$ cat config.mk
export PLATFORM = sky130hd
export DESIGN_NAME = nowait_sram
export DESIGN_NICKNAME = d
export VERILOG_FILES = /design/src/rtl/nowait_sram_pkg.sv /design/src/rtl/nowait_burst_gen.sv /design/src/rtl/nowait_cmd_stage.sv /design/src/rtl/nowait_write_buf.sv /design/src/rtl/nowait_mem_array.sv /design/src/rtl/nowait_sram.sv
export SDC_FILE = /design/constraint.sdc
export NUM_CORES = 2
export LEC_CHECK = 0
export ABC_AREA = 1
export BUFFER_PORTS_ARGS = -buffer_cell sky130_fd_sc_hd__buf_2
export CORE_MARGIN = 5
export CORE_UTILIZATION = 50
export DETAILED_ROUTE_END_ITERATION = 6
export PLACE_DENSITY = 0.68
export SLEW_MARGIN = 20
export SYNTH_ARGS = -nofsm -noshare
export SYNTH_HDL_FRONTEND = slang
export SYNTH_HIERARCHICAL = 1
export SYNTH_SLANG_ARGS = --single-unit
export TNS_END_PERCENT = 10
$ cat constraint.sdc
create_clock -name clk -period 9.3 [get_ports clk]
set_input_delay 0 -clock clk [delete_from_list [all_inputs] [get_ports clk]]
set_output_delay 0 -clock clk [all_outputs]
set_load 0.1 [all_outputs]
$ cat src/rtl/nowait_sram_pkg.sv
// Package: shared cycle-type encoding for the zero-turnaround SRAM.
// Assumes: nothing beyond IEEE 1800-2017.
package nowait_sram_pkg;

    typedef enum logic [1:0] {
        CYC_IDLE  = 2'd0,
        CYC_READ  = 2'd1,
        CYC_WRITE = 2'd2
    } cyc_t;

endpackage

$ cat src/rtl/nowait_burst_gen.sv
// Burst address generator: returns the low address bits for step k of a
// burst that started at 'start', in linear (start+k) or interleaved
// (start^k) order. Purely combinational.
// Assumes: step wraps naturally at 2**CNT_W.
module nowait_burst_gen #(
    parameter int CNT_W = 2
) (
    input  logic [CNT_W-1:0] start,
    input  logic [CNT_W-1:0] step,
    input  logic             interleave,
    output logic [CNT_W-1:0] low
);

    // Select the burst ordering.
    always_comb begin
        if (interleave) low = start ^ step;
        else            low = start + step;
    end

endmodule

$ cat src/rtl/nowait_cmd_stage.sv
// Command stage: registers the cycle type, base address, burst step and
// lane enables on every working edge; continue edges advance the burst.
// Assumes: ADDR_W > CNT_W; adv is the inverted clock enable.
module nowait_cmd_stage
    import nowait_sram_pkg::*;
#(
    parameter int ADDR_W = 8,
    parameter int LANES  = 2,
    parameter int CNT_W  = 2
) (
    input  logic              clk,
    input  logic              rst_n,
    input  logic              adv,
    input  logic              load_n,
    input  logic              wr_n,
    input  logic              selected,
    input  logic              interleave,
    input  logic [LANES-1:0]  lane_en_n,
    input  logic [ADDR_W-1:0] addr,
    output cyc_t              cyc,
    output logic [ADDR_W-1:0] cur_addr,
    output logic [LANES-1:0]  cur_lanes_n
);

    logic [ADDR_W-1:0] base_q;
    logic [CNT_W-1:0]  step_q;
    logic              mode_q;
    logic [CNT_W-1:0]  low_bits;

    nowait_burst_gen #(.CNT_W(CNT_W)) u_gen (
        .start      (base_q[CNT_W-1:0]),
        .step       (step_q),
        .interleave (mode_q),
        .low        (low_bits)
    );

    assign cur_addr = {base_q[ADDR_W-1:CNT_W], low_bits};

    // Capture a new command on load edges, advance the burst on continue edges.
    always_ff @(posedge clk) begin
        if (!rst_n) begin
            cyc         <= CYC_IDLE;
            base_q      <= '0;
            step_q      <= '0;
            mode_q      <= 1'b0;
            cur_lanes_n <= '1;
        end else if (adv) begin
            cur_lanes_n <= lane_en_n;
            if (!load_n) begin
                cyc    <= !selected ? CYC_IDLE : (wr_n ? CYC_READ : CYC_WRITE);
                base_q <= addr;
                step_q <= '0;
                mode_q <= interleave;
            end else if (cyc != CYC_IDLE) begin
                step_q <= step_q + 1'b1;
            end
        end
    end

    // a stalled edge leaves the command untouched.
    p_stall_hold_r8: assert property (@(posedge clk) disable iff (!rst_n)
        !adv |=> ($stable(cur_addr) && $stable(cyc)));

    // continuing while deselected stays deselected.
    p_cont_deselect_r10: assert property (@(posedge clk) disable iff (!rst_n)
        (adv && load_n && cyc == CYC_IDLE) |=> cyc == CYC_IDLE);

    // a burst keeps its type and its aligned block.
    p_burst_keep_r9: assert property (@(posedge clk) disable iff (!rst_n)
        (adv && load_n && cyc != CYC_IDLE) |=>
            (cyc == $past(cyc) &&
             cur_addr[ADDR_W-1:CNT_W] == $past(cur_addr[ADDR_W-1:CNT_W])));

endmodule

$ cat src/rtl/nowait_write_buf.sv
// Pending-write register and read forwarding: holds the last write whose
// data has arrived but is not yet in the array, and merges it byte by byte
// into reads of the same word.
// Assumes: the array commits pend_* on the next edge where adv is high.
module nowait_write_buf #(
    parameter int ADDR_W = 8,
    parameter int LANES  = 2,
    parameter int LANE_W = 8
) (
    input  logic                    clk,
    input  logic                    rst_n,
    input  logic                    adv,
    input  logic                    take,
    input  logic [ADDR_W-1:0]       wr_addr,
    input  logic [LANES-1:0]        wr_lanes_n,
    input  logic [LANES*LANE_W-1:0] wr_data,
    input  logic [ADDR_W-1:0]       rd_addr,
    input  logic [LANES*LANE_W-1:0] arr_word,
    output logic                    pend_valid,
    output logic [ADDR_W-1:0]       pend_addr,
    output logic [LANES-1:0]        pend_mask,
    output logic [LANES*LANE_W-1:0] pend_data,
    output logic [LANES*LANE_W-1:0] rd_word
);

    logic hit;

    // Park the data of the write registered at the previous working edge.
    always_ff @(posedge clk) begin
        if (!rst_n) begin
            pend_valid <= 1'b0;
            pend_addr  <= '0;
            pend_mask  <= '0;
            pend_data  <= '0;
        end else if (adv) begin
            pend_valid <= take;
            if (take) begin
                pend_addr <= wr_addr;
                pend_mask <= ~wr_lanes_n;
                pend_data <= wr_data;
            end
        end
    end

    assign hit = pend_valid && (pend_addr == rd_addr);

    // Per-lane merge of parked bytes over array bytes.
    for (genvar g = 0; g < LANES; g++) begin : g_merge
        assign rd_word[g*LANE_W +: LANE_W] =
            (hit && pend_mask[g]) ? pend_data[g*LANE_W +: LANE_W]
                                  : arr_word[g*LANE_W +: LANE_W];
    end

    // a write command always yields a parked data word next edge.
    p_data_lag_r4: assert property (@(posedge clk) disable iff (!rst_n)
        (adv && take) |=> pend_valid);

    // the parked write survives a stall unchanged.
    p_pend_hold_r8: assert property (@(posedge clk) disable iff (!rst_n)
        !adv |=> ($stable(pend_valid) && $stable(pend_data) && $stable(pend_mask)));

endmodule

$ cat src/rtl/nowait_mem_array.sv
// Word array with byte-lane write mask and combinational read port.
// Assumes: contents are undefined until written; no reset on storage.
module nowait_mem_array #(
    parameter int ADDR_W = 8,
    parameter int LANES  = 2,
    parameter int LANE_W = 8
) (
    input  logic                    clk,
    input  logic                    we,
    input  logic [ADDR_W-1:0]       waddr,
    input  logic [LANES-1:0]        wmask,
    input  logic [LANES*LANE_W-1:0] wdata,
    input  logic [ADDR_W-1:0]       raddr,
    output logic [LANES*LANE_W-1:0] rdata
);

    localparam int DEPTH  = 1 << ADDR_W;
    localparam int DATA_W = LANES * LANE_W;

    logic [DATA_W-1:0] mem [DEPTH];

    // Commit the enabled lanes of a write.
    always_ff @(posedge clk) begin
        if (we) begin
            for (int i = 0; i < LANES; i++) begin
                if (wmask[i]) mem[waddr][i*LANE_W +: LANE_W] <= wdata[i*LANE_W +: LANE_W];
            end
        end
    end

    assign rdata = mem[raddr];

endmodule

$ cat src/rtl/nowait_sram.sv
// Top: zero-turnaround flow-through synchronous SRAM. Commands register on
// the rising edge, write data follows one cycle later through a parked
// register, reads flow through with one cycle latency and see parked data.
// Assumes: interleave is only changed around load edges; dout is zero
// whenever it is not driven.
module nowait_sram
    import nowait_sram_pkg::*;
#(
    parameter int ADDR_W = 8,
    parameter int LANES  = 2,
    parameter int LANE_W = 8,
    parameter int CNT_W  = 2
) (
    input  logic                    clk,
    input  logic                    rst_n,
    input  logic                    clk_en_n,
    input  logic                    sel_a_n,
    input  logic                    sel_b_n,
    input  logic                    sel_c,
    input  logic                    load_n,
    input  logic                    wr_n,
    input  logic [LANES-1:0]        lane_en_n,
    input  logic [ADDR_W-1:0]       addr,
    input  logic                    interleave,
    input  logic [LANES*LANE_W-1:0] din,
    input  logic                    oe_n,
    output logic [LANES*LANE_W-1:0] dout,
    output logic                    dout_en
);

    localparam int DATA_W = LANES * LANE_W;

    logic              adv;
    logic              selected;
    cyc_t              cyc;
    logic [ADDR_W-1:0] cur_addr;
    logic [LANES-1:0]  cur_lanes_n;
    logic              pend_valid;
    logic [ADDR_W-1:0] pend_addr;
    logic [LANES-1:0]  pend_mask;
    logic [DATA_W-1:0] pend_data;
    logic [DATA_W-1:0] arr_word;
    logic [DATA_W-1:0] rd_word;

    assign adv      = !clk_en_n;
    assign selected = !sel_a_n && !sel_b_n && sel_c;

    nowait_cmd_stage #(.ADDR_W(ADDR_W), .LANES(LANES), .CNT_W(CNT_W)) u_cmd (
        .clk         (clk),
        .rst_n       (rst_n),
        .adv         (adv),
        .load_n      (load_n),
        .wr_n        (wr_n),
        .selected    (selected),
        .interleave  (interleave),
        .lane_en_n   (lane_en_n),
        .addr        (addr),
        .cyc         (cyc),
        .cur_addr    (cur_addr),
        .cur_lanes_n (cur_lanes_n)
    );

    nowait_write_buf #(.ADDR_W(ADDR_W), .LANES(LANES), .LANE_W(LANE_W)) u_wbuf (
        .clk        (clk),
        .rst_n      (rst_n),
        .adv        (adv),
        .take       (cyc == CYC_WRITE),
        .wr_addr    (cur_addr),
        .wr_lanes_n (cur_lanes_n),
        .wr_data    (din),
        .rd_addr    (cur_addr),
        .arr_word   (arr_word),
        .pend_valid (pend_valid),
        .pend_addr  (pend_addr),
        .pend_mask  (pend_mask),
        .pend_data  (pend_data),
        .rd_word    (rd_word)
    );

    nowait_mem_array #(.ADDR_W(ADDR_W), .LANES(LANES), .LANE_W(LANE_W)) u_mem (
        .clk   (clk),
        .we    (adv && pend_valid),
        .waddr (pend_addr),
        .wmask (pend_mask),
        .wdata (pend_data),
        .raddr (cur_addr),
        .rdata (arr_word)
    );

    // Drive the bus only for a read cycle with the output enabled.
    always_comb begin
        dout_en = (cyc == CYC_READ) && !oe_n;
        dout    = dout_en ? rd_word : '0;
    end

    // a selected write load never drives the bus in the next cycle.
    p_write_no_drive_r7: assert property (@(posedge clk) disable iff (!rst_n)
        $past(!clk_en_n && !load_n && !wr_n && !sel_a_n && !sel_b_n && sel_c) |-> !dout_en);

    // a deselecting load leaves the bus undriven.
    p_deselect_quiet_r2: assert property (@(posedge clk) disable iff (!rst_n)
        $past(!clk_en_n && !load_n && !(!sel_a_n && !sel_b_n && sel_c)) |-> !dout_en);

    // the first cycle after reset is quiet.
    p_reset_idle_r11: assert property (@(posedge clk) disable iff (!rst_n)
        $past(!rst_n) |-> !dout_en);

endmodule

==> impl_metrics.toml <==
[setup_path]
crit_path_max_fanout = 174
r2r_cells = 7
start_kind = "flip-flop"
critPathCaptureType = "primary output"
crit_chain = "ha_4, inv_1, nor2_2, nand3_1, nand2_1, inv_8, inv_16, buf_4, buf_4, nand3_1, nand3_1, nand3_1, nand3_1, nand3_1, nand3_1, nand2_1, nand2_1, nand2_1, nand2_1, nand2_1, inv_1, nor2_2, buf_2"
r2r_slack_ps = 5080
worstReg2RegEnd = "u_mem/mem[173][0]"
cpPeakStageDelay_ps = 730
rr_startpoint = "u_wbuf/pend_valid"
required_ps = 9300
critPathKind = "reg -> out"
critPathLaunch = "u_cmd/step_q[0]"
cpMostUsedCell = "nand3_1"
cp_data_arrival_time_ps = 6720
slowest_stage = "buf_4"

[timing]
maxSlewViolCount = 0
rsz0062_at_grt = "false"
timing.final.ws_setup_ps = 2580
fin_tns_setup_ps = 0
hold_viol = 0
max_freq_ghz = 0.149
setup_violations = 0
tightestPinTransition_ps = 1260
finalCritPeriodShare_pct = 72.3
skew_ps = 63.2
finalCriticalPeriod_ps = 6720
slew-limit-headroom_pct = 16.1

[clock_network]
postCtsSetupBuffers = 0
cts-root-buf = "clkbuf_16"
clkTransAtPathRegs_ps = 70
ctsResizeCount = 0
cts_inserted_buffers = 405
cts_max_level = 5
cts_buffer_depth = 4
clk_latency_ps = 920
cts_tree = "yes"
clock_sinks = 4138

[placement]
place_hpwl_um = 246000
pre_cts_ws_ps = 3660
place_congestion = 0.837
io_buffers = 52

[power]
ir_drop_uv = 172
power.density_nw_per_um2 = 209
leakagePower_nw = 68.8

[floorplanning]
initial_core_util_pct = 50.3
die_area_um2 = 351000
rows = 213
die_x_um = 592
core-area_um2 = 337000
die_h_um = 592
pin_count = 53

[grt]
grt_start_max_net_pins = 217
grt_pass1_vias = 106000
overflow = 0
grt_first_pass_wirelength_um = 688000
track_usage_pct = 25.8
antenna_found_initial = 13

[drt]
wl_per_cell_um = 24.5
dr_total_vias = 113000
ant_nets = 0
vias_per_cell = 5.98
wl_um = 464000
post-route-drc-count = 0
drt_pass1_iterations = 6
drt_iter0_drc = 15200

[min_path]
worstHoldEndpoint = "u_wbuf/pend_mask[1]"
worstHoldPathType = "in -> reg"
holdCritStartpoint = "rst_n"
hold_depth = 4

[yosys]
syn_avg_cell_area_um2 = 11.9
synth_nets = 14300
yosys.area.top_type_share_pct = 72.5
synth-seq-cells = 4138
yosys_warnings = 6
async_flop_share_pct = 0
syn-cell-area_um2 = 170000
synth.most_common_cell = "nand2_1"
ys_top_cells_by_count = "nand2_1 (4282), edfxtp_1 (4096), nand3_1 (4040)"
synth_top_area_cell = "edfxtp_1"
synth_cell_types = 32
synth_edf_count = 4096
synthTopCellsByArea = "edfxtp_1 (73%), nand3_1 (12%), nand2_1 (9.5%), buf_2 (1.5%), nor3_1 (1.5%)"
synthFlopType = "edfxtp_1"
synth-seq-area-share_pct = 73.0
syn_inst = 14300

[run]
drv_cap = 0

[final_layout]
syn_to_final_growth_pct = 11.3
layout.nets = 14100
drive_gt1_share_pct = 9.45

[status]
status = "finished clean"
==> area by class of cell <==
type                       instances  area, um2
inverter                          64        302
sequential                      4138     124000
clock buffer                     485      10700
tap                             4515       5650
fill                           26800     148000
antenna                            7       17.5
clock inverter                   249       2430
multi-input combinational       9004      41500
timing repair buffer             493       4350
==> sequential cells by signal (all words and copies together) (netlist names) <==
signal             cells
u_mem/mem           4096
u_wbuf/pend_data      16
u_cmd/base_q           8
u_wbuf/pend_addr       8
u_cmd/cur_lanes_n      2
u_cmd/cyc              2
u_cmd/step_q           2
u_wbuf/pend_mask       2
u_cmd/mode_q           1
u_wbuf/pend_valid      1
==> how the worst max path moves through the flow <==
stage                to  slack (ps)  depth (start not counted)
4_1_cts        dout[12]        2640                         23
5_1_grt        dout[10]        2450                         23
6_report       dout[12]        2580                         23
3_3_place_gp   dout[12]        3640                         23
2_1_floorplan   dout[0]        4170                          4
3_5_place_dp   dout[12]        3660                         23
==> layout by cell type, fill, tap and decap left out, drive strengths merged, types with 2 or more instances in the layout <==
master	instances
nand2	4282
edfxtp	4096
nand3	4044
nor3	513
clkbuf	485
buf	387
clkinv	177
dlygate4sd3	106
nor2	96
inv	69
bufinv	45
dfxtp	42
o21ai	36
clkinvlp	22
nand4	16
a21oi	10
diode	7
or2	2
==> cells by family after synthesis <==
family	Yosys count	synth area share, %
AO/OA/AOI/OAI	47	0.142
AND/OR/NAND/NOR	8955	23.3
adder cells (fa/ha/maj)	1	0.00738
buffers and inverters	1141	3.55
XOR/XNOR	1	0.00517
flip-flops	4138	73.0
==> worst max-delay path, delay by kind of cell (launching register included) <==
family | cells | cell delay (ps)
adders and majority gates | 1 | 170
buffers and inverters | 7 | 2660
DFF | 1 | 460
and+or+nand+nor | 15 | 2240
==> per-stage QoR <==
stage               total power [mW]  util [%]  hold slack, ps  area, um2  cells
floorplan                       22.6         -             122     170000  14300
global route                    40.6      56.0             301     189000  19000
CTS                             39.5      55.7             170     188000  18900
detailed placement              23.4      51.5             226     174000  18100
finish                          39.4      56.0             264     189000  19000
global placement                23.4      51.3             222     173000  18100
==> layer usage <==
metal | routed length, um | GRT usage [%] | part of all wire [%]
met1 | 180000 | 36.4 | 39
met2 | 218000 | 39.8 | 47
met3 | 46600 | 4.30 | 10
met4 | 19700 | 11.3 | 4.2
met5 | 7 | 0 | 0.0015
==> timing repair <==
| action | in CTS | in global routing |
|---|---|---|
| endpoints found under the setup margin | 0 | 0 |
| hold buffers | 106 | 0 |
| endpoints found under the hold margin | 42 | 0 |
==> where the power goes <==
group | internal, mW | leakage [nW] | switching (mW)
combinational | 0.702 | 16.6 | 2.19
clock | 9.40 | 6.38 | 6.91
sequential | 20.2 | 45.7 | 0.0230
(Power assumes the default switching activity.)
